==> src/rtl/mfs_pkg.sv <==
package mfs_pkg;
    localparam int NUM_COILS     = 2;
    localparam int FETS_PER_COIL = 4;

    typedef struct packed {
        logic                     tw;
        logic                     tsd;
        logic                     cpfail;
        logic [NUM_COILS-1:0]     open;
        logic [FETS_PER_COIL-1:0] ovc_x;
        logic [FETS_PER_COIL-1:0] ovc_y;
    } flags_t;

    localparam flags_t FLAGS_RST = '{
        tw:     1'b0,
        tsd:    1'b0,
        cpfail: 1'b1,
        open:   '0,
        ovc_x:  '0,
        ovc_y:  '0
    };
endpackage

==> src/rtl/mfs_open_timer.sv <==
module mfs_open_timer #(
    parameter int OPEN_TICKS = 200
) (
    input  logic clk,
    input  logic rst_n,
    input  logic clear_i,
    input  logic tick_i,
    input  logic full_i,
    output logic expire_o
);
    localparam int CW = $clog2(OPEN_TICKS + 1);
    localparam logic [CW-1:0] LIM = CW'(OPEN_TICKS);

    typedef struct packed {
        logic [CW-1:0] cnt;
    } tmr_t;

    tmr_t tmr_d, tmr_q;

    always_comb begin
        tmr_d    = tmr_q;
        expire_o = full_i && tick_i && (tmr_q.cnt == LIM);
        if (clear_i || !full_i) begin
            tmr_d.cnt = '0;
        end else if (tick_i && (tmr_q.cnt != LIM)) begin
            tmr_d.cnt = tmr_q.cnt + 1'b1;
        end
    end

    always_ff @(posedge clk or negedge rst_n) begin
        if (!rst_n) tmr_q <= '0;
        else        tmr_q <= tmr_d;
    end

    // a break in full duty restarts the persistence count
    assert_restart_on_drop_R5: assert property (@(posedge clk) disable iff (!rst_n)
        !full_i |=> (tmr_q.cnt == '0));

    // the count never passes its limit
    assert_cnt_bound_R5: assert property (@(posedge clk) disable iff (!rst_n)
        tmr_q.cnt <= LIM);
endmodule

==> src/rtl/mfs_wake_gate.sv <==
module mfs_wake_gate #(
    parameter int WAKE_CYCLES = 16
) (
    input  logic clk,
    input  logic rst_n,
    input  logic clear_i,
    input  logic sleep_i,
    input  logic step_i,
    input  logic dir_i,
    output logic step_o,
    output logic dir_o
);
    localparam int CW = $clog2(WAKE_CYCLES + 1);
    localparam logic [CW-1:0] WAKE = CW'(WAKE_CYCLES);

    typedef struct packed {
        logic          slp;
        logic [CW-1:0] cnt;
        logic          dir;
    } wake_t;

    wake_t wk_d, wk_q;
    logic  blocked;

    always_comb begin
        blocked = sleep_i || wk_q.slp || (wk_q.cnt != '0);
        wk_d    = wk_q;
        if (clear_i) begin
            wk_d = '0;
        end else begin
            wk_d.slp = sleep_i;
            if (wk_q.slp && !sleep_i)  wk_d.cnt = WAKE;
            else if (wk_q.cnt != '0)   wk_d.cnt = wk_q.cnt - 1'b1;
            if (!blocked)              wk_d.dir = dir_i;
        end
    end

    always_ff @(posedge clk or negedge rst_n) begin
        if (!rst_n) wk_q <= '0;
        else        wk_q <= wk_d;
    end

    assign step_o = step_i && !blocked;
    assign dir_o  = wk_q.dir;

    // leaving sleep arms the full settling window
    assert_wake_load_R11: assert property (@(posedge clk) disable iff (!rst_n)
        (wk_q.slp && !sleep_i && !clear_i) |=> (wk_q.cnt == WAKE));

    // no step passes while sleep is requested
    assert_sleep_no_step_R10: assert property (@(posedge clk) disable iff (!rst_n)
        sleep_i |-> !step_o);

    // direction is held while sleeping
    assert_dir_held_R10: assert property (@(posedge clk) disable iff (!rst_n || clear_i)
        (sleep_i && $past(sleep_i)) |-> $stable(dir_o));
endmodule

==> src/rtl/motor_fault_supervisor.sv <==
module motor_fault_supervisor
    import mfs_pkg::*;
#(
    parameter int OPEN_TICKS  = 200,
    parameter int WAKE_CYCLES = 16
) (
    input  logic       clk,
    input  logic       rst_n,
    input  logic       clear_i,
    input  logic       tick_ms_i,
    input  logic       temp_warn_i,
    input  logic       temp_shut_i,
    input  logic [3:0] ovc_x_i,
    input  logic [3:0] ovc_y_i,
    input  logic [1:0] full_duty_i,
    input  logic       cp_low_i,
    input  logic       rd_stat0_i,
    input  logic       rd_stat1_i,
    input  logic       rd_stat2_i,
    input  logic       sleep_i,
    input  logic       step_i,
    input  logic       dir_i,
    output logic [7:0] stat0_o,
    output logic [7:0] stat1_o,
    output logic [7:0] stat2_o,
    output logic [1:0] drv_en_o,
    output logic       step_o,
    output logic       dir_o,
    output logic       err_n_o
);
    flags_t               fl_d, fl_q;
    logic [NUM_COILS-1:0] expire;
    logic                 tick_run;
    logic                 hiz_all;

    assign tick_run = tick_ms_i && !sleep_i;

    for (genvar c = 0; c < NUM_COILS; c++) begin : g_coil
        mfs_open_timer #(.OPEN_TICKS(OPEN_TICKS)) i_open_timer (
            .clk      (clk),
            .rst_n    (rst_n),
            .clear_i  (clear_i),
            .tick_i   (tick_run),
            .full_i   (full_duty_i[c]),
            .expire_o (expire[c])
        );
        assign drv_en_o[c] = !hiz_all && !fl_q.open[c];
    end

    mfs_wake_gate #(.WAKE_CYCLES(WAKE_CYCLES)) i_wake_gate (
        .clk     (clk),
        .rst_n   (rst_n),
        .clear_i (clear_i),
        .sleep_i (sleep_i),
        .step_i  (step_i),
        .dir_i   (dir_i),
        .step_o  (step_o),
        .dir_o   (dir_o)
    );

    always_comb begin
        fl_d = fl_q;
        if (clear_i) begin
            fl_d = FLAGS_RST;
        end else begin
            fl_d.tw     = temp_warn_i;
            fl_d.cpfail = cp_low_i;
            if (rd_stat2_i && !temp_warn_i) fl_d.tsd = 1'b0;
            if (temp_shut_i)                fl_d.tsd = 1'b1;
            if (rd_stat1_i) fl_d.ovc_x = '0;
            if (rd_stat2_i) fl_d.ovc_y = '0;
            if (rd_stat0_i) fl_d.open  = '0;
            fl_d.ovc_x = fl_d.ovc_x | ovc_x_i;
            fl_d.ovc_y = fl_d.ovc_y | ovc_y_i;
            fl_d.open  = fl_d.open  | expire;
        end
    end

    always_ff @(posedge clk or negedge rst_n) begin
        if (!rst_n) fl_q <= FLAGS_RST;
        else        fl_q <= fl_d;
    end

    assign hiz_all = clear_i || sleep_i || fl_q.tsd || (|fl_q.ovc_x) || (|fl_q.ovc_y);
    assign err_n_o = !(fl_q.tw || fl_q.tsd || fl_q.cpfail || (|fl_q.open)
                       || (|fl_q.ovc_x) || (|fl_q.ovc_y));
    assign stat0_o = {4'b0000, fl_q.open[1], fl_q.open[0], fl_q.cpfail, fl_q.tw};
    assign stat1_o = {4'b0000, fl_q.ovc_x};
    assign stat2_o = {fl_q.tsd, 3'b000, fl_q.ovc_y};

    // the warning bit tracks its comparator
    assert_tw_follow_R1: assert property (@(posedge clk) disable iff (!rst_n || clear_i)
        temp_warn_i |=> stat0_o[0]);

    // shutdown input latches the flag and tristates both coils
    assert_tsd_latch_R2: assert property (@(posedge clk) disable iff (!rst_n || clear_i)
        temp_shut_i |=> (stat2_o[7] && (drv_en_o == 2'b00)));

    // shutdown only releases on a qualified read or a clear
    assert_tsd_release_R3: assert property (@(posedge clk) disable iff (!rst_n)
        $fell(fl_q.tsd) |-> ($past(clear_i)
            || $past(rd_stat2_i && !temp_warn_i && !temp_shut_i)));

    // any latched over-current bit keeps both coils off
    assert_ovc_hiz_R4: assert property (@(posedge clk) disable iff (!rst_n)
        ((|stat1_o[3:0]) || (|stat2_o[3:0])) |-> (drv_en_o == 2'b00));

    // an open flag only rises after full duty was seen
    assert_open_source_R5: assert property (@(posedge clk) disable iff (!rst_n)
        $rose(stat0_o[2]) |-> $past(full_duty_i[0]));

    // shutdown always pulls the error pin low
    assert_err_on_tsd_R7: assert property (@(posedge clk) disable iff (!rst_n)
        stat2_o[7] |-> !err_n_o);

    // clear forces the reset contents on the next edge
    assert_clear_reset_R9: assert property (@(posedge clk) disable iff (!rst_n)
        clear_i |=> (stat1_o == 8'h00 && stat2_o == 8'h00 && stat0_o == 8'h02));
endmodule

==> config.mk <==
export PLATFORM = sky130hd
export DESIGN_NAME = motor_fault_supervisor
export DESIGN_NICKNAME = d
export VERILOG_FILES = /design/src/rtl/mfs_pkg.sv /design/src/rtl/mfs_open_timer.sv /design/src/rtl/mfs_wake_gate.sv /design/src/rtl/motor_fault_supervisor.sv
export SDC_FILE = /design/constraint.sdc
export NUM_CORES = 1
export LEC_CHECK = 0
export ABC_AREA = 1
export BUFFER_PORTS_ARGS = -buffer_cell sky130_fd_sc_hd__buf_2
export CORE_ASPECT_RATIO = 1.4
export CORE_MARGIN = 1.5
export CORE_UTILIZATION = 48
export CTS_CLUSTER_DIAMETER = 200
export CTS_CLUSTER_SIZE = 20
export DETAILED_ROUTE_END_ITERATION = 7
export PLACE_DENSITY = 0.86
export SYNTH_ARGS = -nofsm -noshare
export SYNTH_HDL_FRONTEND = slang
export SYNTH_HIERARCHICAL = 1
export SYNTH_SLANG_ARGS = --single-unit
export TNS_END_PERCENT = 30
==> constraint.sdc <==
create_clock -name clk -period 1.2 [get_ports clk]
set_input_delay 0 -clock clk [delete_from_list [all_inputs] [get_ports clk]]
set_output_delay 0 -clock clk [all_outputs]
set_load 0.01 [all_outputs]
Word level (Yosys, flattened, before mapping)
Index checks and enable logic that the tools add are counted.

Input port bits: 23. ROM bits: 0. Register bits after elaboration: 36. Memories: 0. Logic and storage cells: 81. Memory bits (writable): 0. Output and inout port bits: 29. Latch bits: 0.

Shift operators: 0. $mul: 0. Bitwise gates (word level): 3. Multiplexer cells: 17. Reduce and logical (&&, ||, !) cells: 42. $add $sub $neg: 3. Magnitude comparators: 0. Divide/modulo/power cells: 0. Eq/ne operators: 5.

Operators with widths (number): $mux W8 (4); $add A8 B1 Y8 const B (2); $eq A8 B8 Y1 const B (2); $mux W4 (4); $ne A8 B8 Y1 const B (2); $logic_or A1 B1 Y1 (13); $mux W13 (1); $logic_and A1 B1 Y1 (12); $mux W5 (2); $logic_not A1 Y1 (9); $or A4 B4 Y4 (2); $reduce_or A4 Y1 (2); $mux W7 (1); $reduce_bool A3 Y1 (2); $reduce_bool A5 Y1 (1); $sub A5 B1 Y5 const B (1); $mux W2 (2); $reduce_bool A2 Y1 (2); $mux W1 (3); $ne A2 B2 Y1 const B (1); $or A2 B2 Y2 (1); $reduce_or A2 Y1 (1).

Logic depth before layout (Yosys ltp)
Gate-level depths: netlist of run 1.

Word-level depth: 6. Mapped depth: 8. Gate-level depth less buffers: 8.

Modules after synthesis
Netlist of run 1, hierarchy kept.

Modules (own cells, without submodules): mfs_open_timer (cells each 77, sequential area each 200.2 µm², times used 2, area an instance 533.0 µm²); motor_fault_supervisor (cells each 75, sequential area each 326.6 µm², times used 1, area an instance 630.6 µm²); mfs_wake_gate (cells each 51, sequential area each 175.2 µm², times used 1, area an instance 406.6 µm²).

Worst setup path after synthesis of run 1
OpenSTA, ideal clock, no wires.

Kind: register to register. Start point: register g_coil[0].i_open_timer/tmr_q[0] (netlist bit). End point: register g_coil[0].i_open_timer/tmr_q[7] (netlist bit). Clock period less this slack: 1.254 ns. Setup time: 0.065 ns. Buffers on the path: 0. Slack: -0.054 ns. Required time: 1.135 ns. Data arrival time: 1.188 ns. Stages on the path, launching flop included: 9. Cells stage by stage: dfrtp_1 > inv_1 > ha_1 > nand3_1 > nor2_2 > nor2_4 > nor2_4 > nand2_1 > nand2_1.

Word-level cells in the longest chain between the ends: 3. Elaborated cells between the ends (all ways): 6. Classes of those cells: add/sub (1); eq/ne (1); mux (2); reduce/logical (2).

Ends and longest elaborated chain: start, declared (RTL line mfs_open_timer.sv:18) `tmr_t tmr_d, tmr_q;`; start signal, assigned (RTL line mfs_open_timer.sv:32) `else tmr_q <= tmr_d;`; $add A8 B1 Y8 / $ne A8 B8 Y1 (equally long branches) (RTL line mfs_open_timer.sv:26, mfs_open_timer.sv:25); $mux W8 / $logic_and A1 B1 Y1 (equally long branches) (RTL line mfs_open_timer.sv:25) `end else if (tick_i && (tmr_q.cnt != LIM)) begin`; $mux W8 / $reduce_bool A2 Y1 (equally long branches).

Several ways; a longest one is shown, not always the timed one. The select of a mux whose other input is x is not followed. A chain may end at the register's enable or synchronous reset.

Worst setup path after layout of run 1
Start point: register i_wake_gate/wk_q[2] (netlist bit). End point: output port step_o.

Word-level cells in the longest chain between the ends: 4.

Ends and longest elaborated chain: start, declared (RTL line mfs_wake_gate.sv:22) `wake_t wk_d, wk_q;`; start signal, assigned (RTL line mfs_wake_gate.sv:40) `else wk_q <= wk_d;`; $reduce_bool A5 Y1 (RTL line mfs_wake_gate.sv:26) `blocked = sleep_i || wk_q.slp || (wk_q.cnt != '0);`; $logic_or A1 B1 Y1 (RTL line mfs_wake_gate.sv:26); $logic_not A1 Y1; $logic_and A1 B1 Y1 (RTL line mfs_wake_gate.sv:43) `assign step_o = step_i && !blocked;`; end, declared (RTL line motor_fault_supervisor.sv:27) `output logic step_o,`.

No other way between the ends.

==> results of run 1 <==
layer usage:
metal | wire (um) | part of all wire [%] | vias up
met2 | 3660 | 54 | 133
met1 | 2390 | 36 | 1101
li1 | - | - | 1037
met3 | 400 | 5.9 | 30
met4 | 274 | 4.1 | 0
met5 | 0 | 0 | -
layout make-up:
cell class                      count  area share [%]
Multi-Input combinational cell    203            38.3
Sequential cell                    36            30.4
Timing Repair Buffer               89            20.7
Inverter                           40            5.05
Clock buffer                        6            2.44
Tap cell                           45            1.90
Clock inverter                      2            1.18
per-stage QoR:
stage | cells | util (%)
after global routing | 421 | 70.7
after global placement | 386 | 60.8
after floorplan | 290 | -
final | 421 | 70.7
after CTS | 416 | 68.6
after detailed placement | 386 | 60.8
critical path: stages (launching register included):
cell and delay [ps]:
dfrtp_1 390, inv_2 90, ha_4 140, nand2_2 60, nor2_4 100, nand2_1 80
nor2_1 120, buf_2 150
power groups by stage:
stage / Combinational, uW / Clock [uW] / Sequential [uW]
after detailed placement: 762 / 0 / 1390
after global placement: 733 / 0 / 1390
after floorplan: 518 / 0 / 1410
after global routing: 1190 / 1130 / 1390
final: 1120 / 1070 / 1390
after CTS: 939 / 1060 / 1380
registers in the layout, summed over array words and instances, names as in the netlist:
signal and cells:
g_coil.i_open_timer/tmr_q 16, i_wake_gate/wk_q 6, stat2_o 5, stat0_o 4, stat1_o 4, i_wake_gate/dir_o 1
cell families (layout without fill, tap and decap cells):
| group | count (synthesis) | count (layout) |
|---|---|---|
| adders and majority gates | 6 | 6 |
| and+or+nand+nor | 163 | 164 |
| DFF | 36 | 36 |
| other | 1 | 11 |
| xor gates and xnor gates | 8 | 8 |
| AOI/OAI and AO/OA | 14 | 14 |
| buffers and inverters | 52 | 137 |
layout by cell type (no fill, tap or decap), drive strengths merged:
cell type,netlist,layout
buf,12,75
nand2,66,66
nor2,59,60
inv,40,40
dfrtp,35,35
nand3,25,25
dlygate4sd3,0,14
a21oi,11,11
conb,1,11
xor2,7,7
clkbuf,0,6
ha,6,6
nor3,5,5
nand4,4,4
o21ai,3,3
nor4,2,2
and2,1,1
or2,1,1
bufinv,0,1
clkinv,0,1
xnor2,1,1
dfstp,1,1
path summary, 6_finish.rpt:
path / end / slack, ps / from
max: step_o / -220 / i_wake_gate/wk_q[2]
min: stat1_o[3] / 80 / rd_stat1_i
max reg2reg: g_coil[1].i_open_timer/tmr_q[0] / -210 / g_coil[1].i_open_timer/tmr_q[5]
min reg2reg: i_wake_gate/wk_q[1] / 580 / i_wake_gate/wk_q[1]
max in group asynchronous: stat0_o[1] / 750 / rst_n
min in group asynchronous: g_coil[1].i_open_timer/tmr_q[4] / 200 / rst_n
timing repair:
item	CTS	global route
hold buffers	14	0
setup buffers	7	5
gates resized for setup	7	14
setup endpoints to repair	20	23
hold endpoints to repair	49	0
pin swaps	14	14
gates cloned	1	0
==> summary.txt, run 1 <==
Timing
  – Hold WS: 81.0 ps
  – Fin crit period: 1420 ps
  – Finish-stage setup viols: 23
  – Final hold vios: 0
  – RSZ-0062 raised after global routing: true
  – Total negative slack: -2810 ps
  – Fmax: 703 MHz
  – Final period utilization: 119%
  – Final Slew Violations: 0
  – Worst setup margin: -223 ps
  – Setup Skew: 9.42 ps

Yosys
  – Post-synthesis mux area share: 0%
  – Synth Area in Compound Gates: 3.69%
  – Post-Synthesis Cells: 280
  – Simple-gate share of the synthesized area: 35.0%
  – Largest family of logic cells by synthesized area: simple AND/OR/NAND/NOR gates
  – Count of cell types in the netlist: 25
  – Cell with the most instances after synthesis: nand2_1
  – Mapped Avg Cell Area: 7.51 um^2
  – Post-synth design cell area: 0.00210 mm^2
  – #FFs+latches synth: 36
  – Ys async rst share: 100%
  – Post-synthesis sequential area ratio: 42.9%
  – Syn. warnings: 6
  – Dominant cell type by area after synthesis: dfrtp_1
  – Share of the synthesized area in the top cell type: 41.6%
  – XOR/XNOR Fraction of Synth Area: 3.33%
  – Synth cell count leaders: nand2_1, nor2_1, dfrtp_1, inv_1, nand3_1
  – Post-synth EDFFs: 0
  – Main synth FF type: dfrtp_1
  – Largest cells by area after synthesis: dfrtp_1, nand2_1, nor2_1, inv_1, nand3_1
  – Post-synthesis adder-cell area fraction: 3.57%

Placement
  – Pre-CTS WS: -106 ps
  – Gp weighted congestion: 0.888
  – Post-DP Area: 0.00255 mm^2
  – Port bufs: 40
  – Detailed Place HPWL: 3450 um

Route
  – First-pass iteration count of the detailed router: 4
  – Antenna-violating nets left: 0
  – DRC viols: 0
  – Wire per inst: 16.0 um
  – Detail-routed via count per cell: 5.47
  – Vias: 2301
  – Initial DRC Count: 320
  – Final wirelength: 6730 um

Setup path
  – CP Data Required Time: 1200 ps
  – Worst Reg-to-Reg Cells: 7
  – Worst-path fanout max: 2
  – Worst Path Class, Setup: flop to primary output
  – Critical Path Source Type: flop
  – Crit path DAT: 1420 ps
  – Worst Setup End Kind: primary output

Power
  – Sequential share of power: 38.8%
  – Peak supply drop: 0.783 mV
  – Leakage: 0.00160 uW
  – Internal Power: 2420 uW
  – Total Power: 3570 uW
  – Clock network power share: 29.9%
  – Logic pwr share: 31.3%
  – Sw Pwr: 1150 uW
  – Sw Ratio: 32.3%
  – PD cells: 1200 mW/mm^2

Finish
  – Multi-input gate area: 0.00114 mm^2
  – Layout cell share with drive strength beyond 1: 35.9%
  – Nets: 404
  – Finished Cell Area: 0.00297 mm^2
  – Number of fill cells: 256
  – Register Area: 902 um^2
  – Area grow syn2layout: 41.2%
  – Antenna Cells: 0

Clock tree
  – Total CTS buffers: 5
  – CTS clk-pin slew, worst paths: 80 ps
  – CTS tree: yes
  – H-tree levels: 2
  – Maximum clock path buffer count: 2
  – Skew-Pair Late Insertion Delay: 290 ps
  – Clk sinks: 36
  – Root buffer cell: clkbuf_8

Outcome
  – Run status: finished with violations
  – Failing checks: setup timing

Floorplan
  – Die H: 81.3 um
  – Num ports: 52
  – Die area: 0.00479 mm^2
  – CORE AREA: 0.00420 mm^2
  – Initial Utilization: 50.0%
  – Die Wd: 58.9 um
  – Num rows: 28

Min path
  – Hold Path Stages: 4
  – Hold Crit Class: input port to flop

Global routing
  – Remaining Overflow, GRT: 0
  – Largest net degree at the start of global routing: 37
  – Initial antenna violation count: 0
  – Grt met3 use: 4.94%
  – Top Usage Layer GRT: met2
  – Met2 GRT Util: 50.2%
  – Global-route wire length before repair: 9300 um
  – Global-route usage over all layers: 25.7%
  – Vias in the first global route: 2158
  – Met1 Use GR: 24.4%

Job
  – Max-Cap Viols: 0
Note: power is estimated with default switching activity, not from simulation.
==> inputs of run 2 (changes only) <==
--- a/config.mk
+++ b/config.mk
@@ -10,9 +10,10 @@
 export CORE_ASPECT_RATIO = 1.4
 export CORE_MARGIN = 1.5
-export CORE_UTILIZATION = 48
+export CORE_UTILIZATION = 35
 export CTS_CLUSTER_DIAMETER = 200
 export CTS_CLUSTER_SIZE = 20
 export DETAILED_ROUTE_END_ITERATION = 7
-export PLACE_DENSITY = 0.86
+export GPL_ROUTABILITY_DRIVEN = 0
+export PLACE_DENSITY = 0.68
 export SYNTH_ARGS = -nofsm -noshare
 export SYNTH_HDL_FRONTEND = slang
==> constraint.sdc (replaced) <==
create_clock -name clk -period 1.2 [get_ports clk]
set_input_delay 0.12 -clock clk [delete_from_list [all_inputs] [get_ports clk]]
set_output_delay 0.12 -clock clk [all_outputs]
set_load 0.01 [all_outputs]
==> run 2 against run 1 <==
Against the previous run:
- the run still ends with setup timing left
- via count is 12% lower
- critical path depth unchanged
- maximum frequency shrank 1.3%
- largest power group unchanged
==> summary.txt, run 2 (synthesis results as in run 1) <==
Outcome
  – Run status: finished with violations
  – Failing checks: setup timing

Timing
  – Finish-stage setup viols: 23
  – Worst setup margin: -242 ps
  – Final period utilization: 120%
  – Setup Skew: 3.92 ps
  – Fmax: 693 MHz
  – Final hold vios: 0
  – Final Slew Violations: 0
  – Total negative slack: -2070 ps
  – RSZ-0062 raised after global routing: true
  – Fin crit period: 1440 ps

Finish
  – Final core utilization: 51.3%
  – Register Area: 902 um^2
  – Layout cell share with drive strength beyond 1: 38.9%
  – Area grow syn2layout: 41.9%
  – Max reg flops: 16
  – Nets: 401
  – Antenna Cells: 0
  – Number of fill cells: 542
  – Top reg by flops: g_coil.i_open_timer/tmr_q
  – Commonest non-fill, non-tap cells in the layout: nand2_1, nor2_1, buf_2, buf_4, dfrtp_1
  – Multi-input gate area: 0.00116 mm^2
  – Most common cell after layout, fill and taps aside: nand2_1

Clock tree
  – CTS clk-pin slew, worst paths: 70 ps
  – H-tree levels: 2
  – Maximum clock path buffer count: 2
  – Total CTS buffers: 5
  – Skew-Pair Late Insertion Delay: 290 ps
  – Clk sinks: 36
  – CTS tree: yes
  – Root buffer cell: clkbuf_8

Global routing
  – Global-route wire length before repair: 7780 um
  – Remaining Overflow, GRT: 0
  – Initial antenna violation count: 0
  – Largest net degree at the start of global routing: 37
  – Global-route usage over all layers: 15.7%
  – Vias in the first global route: 1899

Power
  – Sw Ratio: 32.3%
  – Leakage: 0.00159 uW
  – Sw Pwr: 1100 uW
  – Logic pwr share: 34.3%
  – Internal Power: 2310 uW
  – Total Power: 3410 uW
  – PD cells: 1140 mW/mm^2
  – Clock network power share: 25.3%
  – Sequential share of power: 40.4%
  – Peak supply drop: 0.500 mV

Route
  – DRC viols: 0
  – First-pass iteration count of the detailed router: 4
  – Antenna-violating nets left: 0
  – Initial DRC Count: 96
  – Final wirelength: 4800 um
  – Detail-routed via count per cell: 4.58
  – Vias: 2027
  – Wire per inst: 10.8 um

Placement
  – Port bufs: 40
  – Detailed Place HPWL: 3440 um

Floorplan
  – CORE AREA: 0.00582 mm^2
  – Num ports: 52
  – Die H: 94.7 um
  – Die Wd: 68.5 um
  – Die area: 0.00649 mm^2
  – Initial Utilization: 36.1%
  – Num rows: 33

Min path
  – Hold Crit Class: input port to flop

Setup path
  – Critical Path Source Type: flop
  – Crit path DAT: 1320 ps
  – CP Data Required Time: 1080 ps
  – Worst-path fanout max: 2
  – Worst Setup End Kind: primary output
  – Worst Path Class, Setup: flop to primary output

Job
  – Max-Cap Viols: 0
## run 2: changes by cell type in the layout (fill, tap and decap cells not counted), sizes merged
cell	delta
buf	+10
clkinv	+2
clkbuf	-1
dlygate4sd3	-13
bufinv	-1
## run 2: power by group through the flow
stage	Clock [uW]	Sequential [uW]	Combinational, uW
final	862	1380	1170
after global routing	933	1390	1300
after CTS	888	1370	1010
after detailed placement	0	1400	831
after global placement	0	1390	820
after floorplan	0	1410	518
## run 2: final cells by class
cell class	instances	area share [%]
clock buffers	5	2.31
flip-flops and latches	36	30.2
repair buffers	86	20.2
clock inverters	3	0.629
multi-input cells	203	38.7
inverters	40	5.03
well taps	70	2.93
## run 2: per-stage QoR
step                      cells  setup slack, ps  hold slack (ps)  area, um^2
after floorplan             290             5.24             -176        2200
after global placement      416            -62.7             98.7        2640
after detailed placement    416             -101             95.8        2640
after CTS                   439             -259             10.7        2880
after global routing        443             -352             15.5        2990
final                       443             -242             21.6        2990
## run 2: per-layer routing
| metal | part of all wire (%) | global-route usage [%] |
|---|---|---|
| met1 | 39 | 16.5 |
| met2 | 55 | 29.4 |
| met3 | 4.8 | 2.98 |
| met4 | 1.6 | 6.00 |
| met5 | 0 | 0 |
## run 2: worst max-delay path, cell delays in order, from the launching register on
cell and delay [ps]:
dfrtp_1 390, inv_2 80, ha_4 140, nand2_4 50, nor2_4 90, nand2_2 70, nor2_2 90, buf_2 130
## run 2: repair_timing
item,CTS,global route
pin swaps,21,16
buffers inserted,13,4
setup endpoints to repair,21,24
cloned,1,0
endpoints found under the hold margin,35,0
hold buffers,1,0
gates resized for setup,9,19
## run 2: worst paths after layout
check	start	end	slack, ps	cells after the start
max	i_wake_gate/wk_q[1]	step_o	-240	7
max reg2reg	i_wake_gate/wk_q[2]	i_wake_gate/wk_q[5]	-130	9
max in group asynchronous	rst_n	stat0_o[1]	630	3
min in group asynchronous	rst_n	i_wake_gate/wk_q[3]	320	3
min	cp_low_i	stat0_o[1]	20	2
min reg2reg	i_wake_gate/dir_o	i_wake_gate/dir_o	500	2
==> inputs of run 3 (changes only) <==
Settings changed: SETUP_SLACK_MARGIN set to 0.15.
==> run 3 against run 2 <==
Against the previous run:
- the flow still finishes with violations (setup timing)
- hold slack worse by 3.4 ps
- non-clock buffer count is 3 lower
- total power up 3.5%
- routed wire length is 0.73% higher
- design area is 0.75% lower
- first-iteration DRC count fell by 3.1%
- critical path depth down 1
- flip-flop and latch count unchanged
- clock-buffer cell count rose by 2
- setup slack better by 5.6 ps
- cell count decreased by 0.68%
- critical path type unchanged
- critical endpoint is now drv_en_o[0]
- largest cell class unchanged
- highest routed layer unchanged
==> summary.txt, run 3 (synthesis results as in run 1) <==
Floorplan
  – Die Wd: 68.5 um
  – Die H: 94.7 um
  – Die area: 0.00649 mm^2
  – CORE AREA: 0.00582 mm^2
  – Num rows: 33
  – Initial Utilization: 36.1%
  – Num ports: 52

Setup path
  – Critical Path Source Type: flop
  – Worst Path Class, Setup: flop to primary output
  – Worst-path fanout max: 4
  – Worst Setup End Kind: primary output
  – Crit path DAT: 1320 ps
  – Worst Reg-to-Reg Cells: 10
  – CP Data Required Time: 1080 ps

Finish
  – Top reg by flops: g_coil.i_open_timer/tmr_q
  – Final core utilization: 50.9%
  – Most common cell after layout, fill and taps aside: nand2_1
  – Max reg flops: 16
  – Commonest non-fill, non-tap cells in the layout: nand2_1, nor2_1, buf_4, buf_2, dfrtp_1
  – Multi-input gate area: 0.00114 mm^2
  – Register Area: 902 um^2
  – Antenna Cells: 0
  – Layout cell share with drive strength beyond 1: 37.3%
  – Finished Cell Area: 0.00296 mm^2
  – Nets: 398
  – Number of fill cells: 551
  – Area grow syn2layout: 40.9%

Timing
  – RSZ-0062 raised after global routing: true
  – Fin crit period: 1440 ps
  – Worst setup margin: -236 ps
  – Final period utilization: 120%
  – Total negative slack: -1990 ps
  – Final hold vios: 0
  – Final Slew Violations: 0
  – Finish-stage setup viols: 26
  – Setup Skew: 8.55 ps
  – Fmax: 696 MHz

Global routing
  – Initial antenna violation count: 0
  – Grt met3 use: 2.15%
  – Largest net degree at the start of global routing: 37
  – Remaining Overflow, GRT: 0
  – Global-route wire length before repair: 7250 um
  – Met2 GRT Util: 26.8%
  – Top Usage Layer GRT: met2
  – Global-route usage over all layers: 14.4%
  – Met1 Use GR: 15.3%
  – Vias in the first global route: 1827

Placement
  – Port bufs: 40
  – Pre-CTS WS: -118 ps
  – Post-DP Area: 0.00263 mm^2
  – Detailed Place HPWL: 3550 um

Route
  – First-pass iteration count of the detailed router: 4
  – Final wirelength: 4840 um
  – Wire per inst: 11.0 um
  – Antenna-violating nets left: 0
  – Initial DRC Count: 93
  – Detail-routed via count per cell: 4.64
  – Vias: 2041
  – DRC viols: 0

Power
  – Leakage: 0.00158 uW
  – PD cells: 1190 mW/mm^2
  – Total Power: 3520 uW
  – Peak supply drop: 0.562 mV

Clock tree
  – Skew-Pair Late Insertion Delay: 290 ps
  – CTS clk-pin slew, worst paths: 80 ps
  – Total CTS buffers: 5
  – CTS tree: yes
  – Maximum clock path buffer count: 2
  – Root buffer cell: clkbuf_8
  – Clk sinks: 36
  – H-tree levels: 2

Outcome
  – Run status: finished with violations
  – Failing checks: setup timing

Job
  – Max-Cap Viols: 0

Min path
  – Hold Path Stages: 2
  – Hold Crit Class: input port to flop
-- run 3: power by group --
group / switching, uW / leakage [uW] / internal (uW)
logic: 609 / 0.00105 / 628
clock network: 440 / 0.0000445 / 467
registers: 77.0 / 0.000481 / 1300
total: 1130 / 0.00158 / 2400
-- run 3: routing by layer --
metal	wire length, um	vias up
li1	-	1021
met1	1920	959
met2	2650	50
met3	169	11
met4	90	0
met5	0	-
-- run 3: metrics by stage --
stage          cells  hold slack, ps
2_1_floorplan    290            -176
3_3_place_gp     416            93.7
3_5_place_dp     416            95.6
4_1_cts          430            15.6
5_1_grt          440            18.5
6_report         440            18.2
-- run 3: worst paths after layout --
path	from	slack (ps)	to
worst max register to register	i_wake_gate/wk_q[2]	-150	i_wake_gate/wk_q[5]
worst min-delay path	cp_low_i	20	stat0_o[1]
worst max-delay path	stat2_o[7]	-240	drv_en_o[0]
min in group asynchronous	rst_n	320	stat1_o[2]
worst min register to register	i_wake_gate/dir_o	510	i_wake_gate/dir_o
max in group asynchronous	rst_n	630	stat0_o[1]
-- run 3: what timing repair did --
action,CTS,global route
resized for setup,8,17
setup endpoints to repair,29,30
buffers inserted,5,9
hold endpoints to repair,35,0
gates cloned,0,1
hold buffers,1,0
pin swaps,14,16
-- run 3: critical path: stages (launching register included) --
cell and delay, ps:
dfrtp_1 420, nor2_1 120, nand2_1 60, nor2_1 90
nand2_1 70, nor2_1 120, buf_2 150
-- run 3: layout make-up --
cell class	instances	share of cell area, %
inverter	40	5.07
clock inverter	1	0.253
tap	70	2.96
multi-input combinational	203	38.6
sequential	36	30.4
clock buffer	7	2.91
timing repair buffer	83	19.8
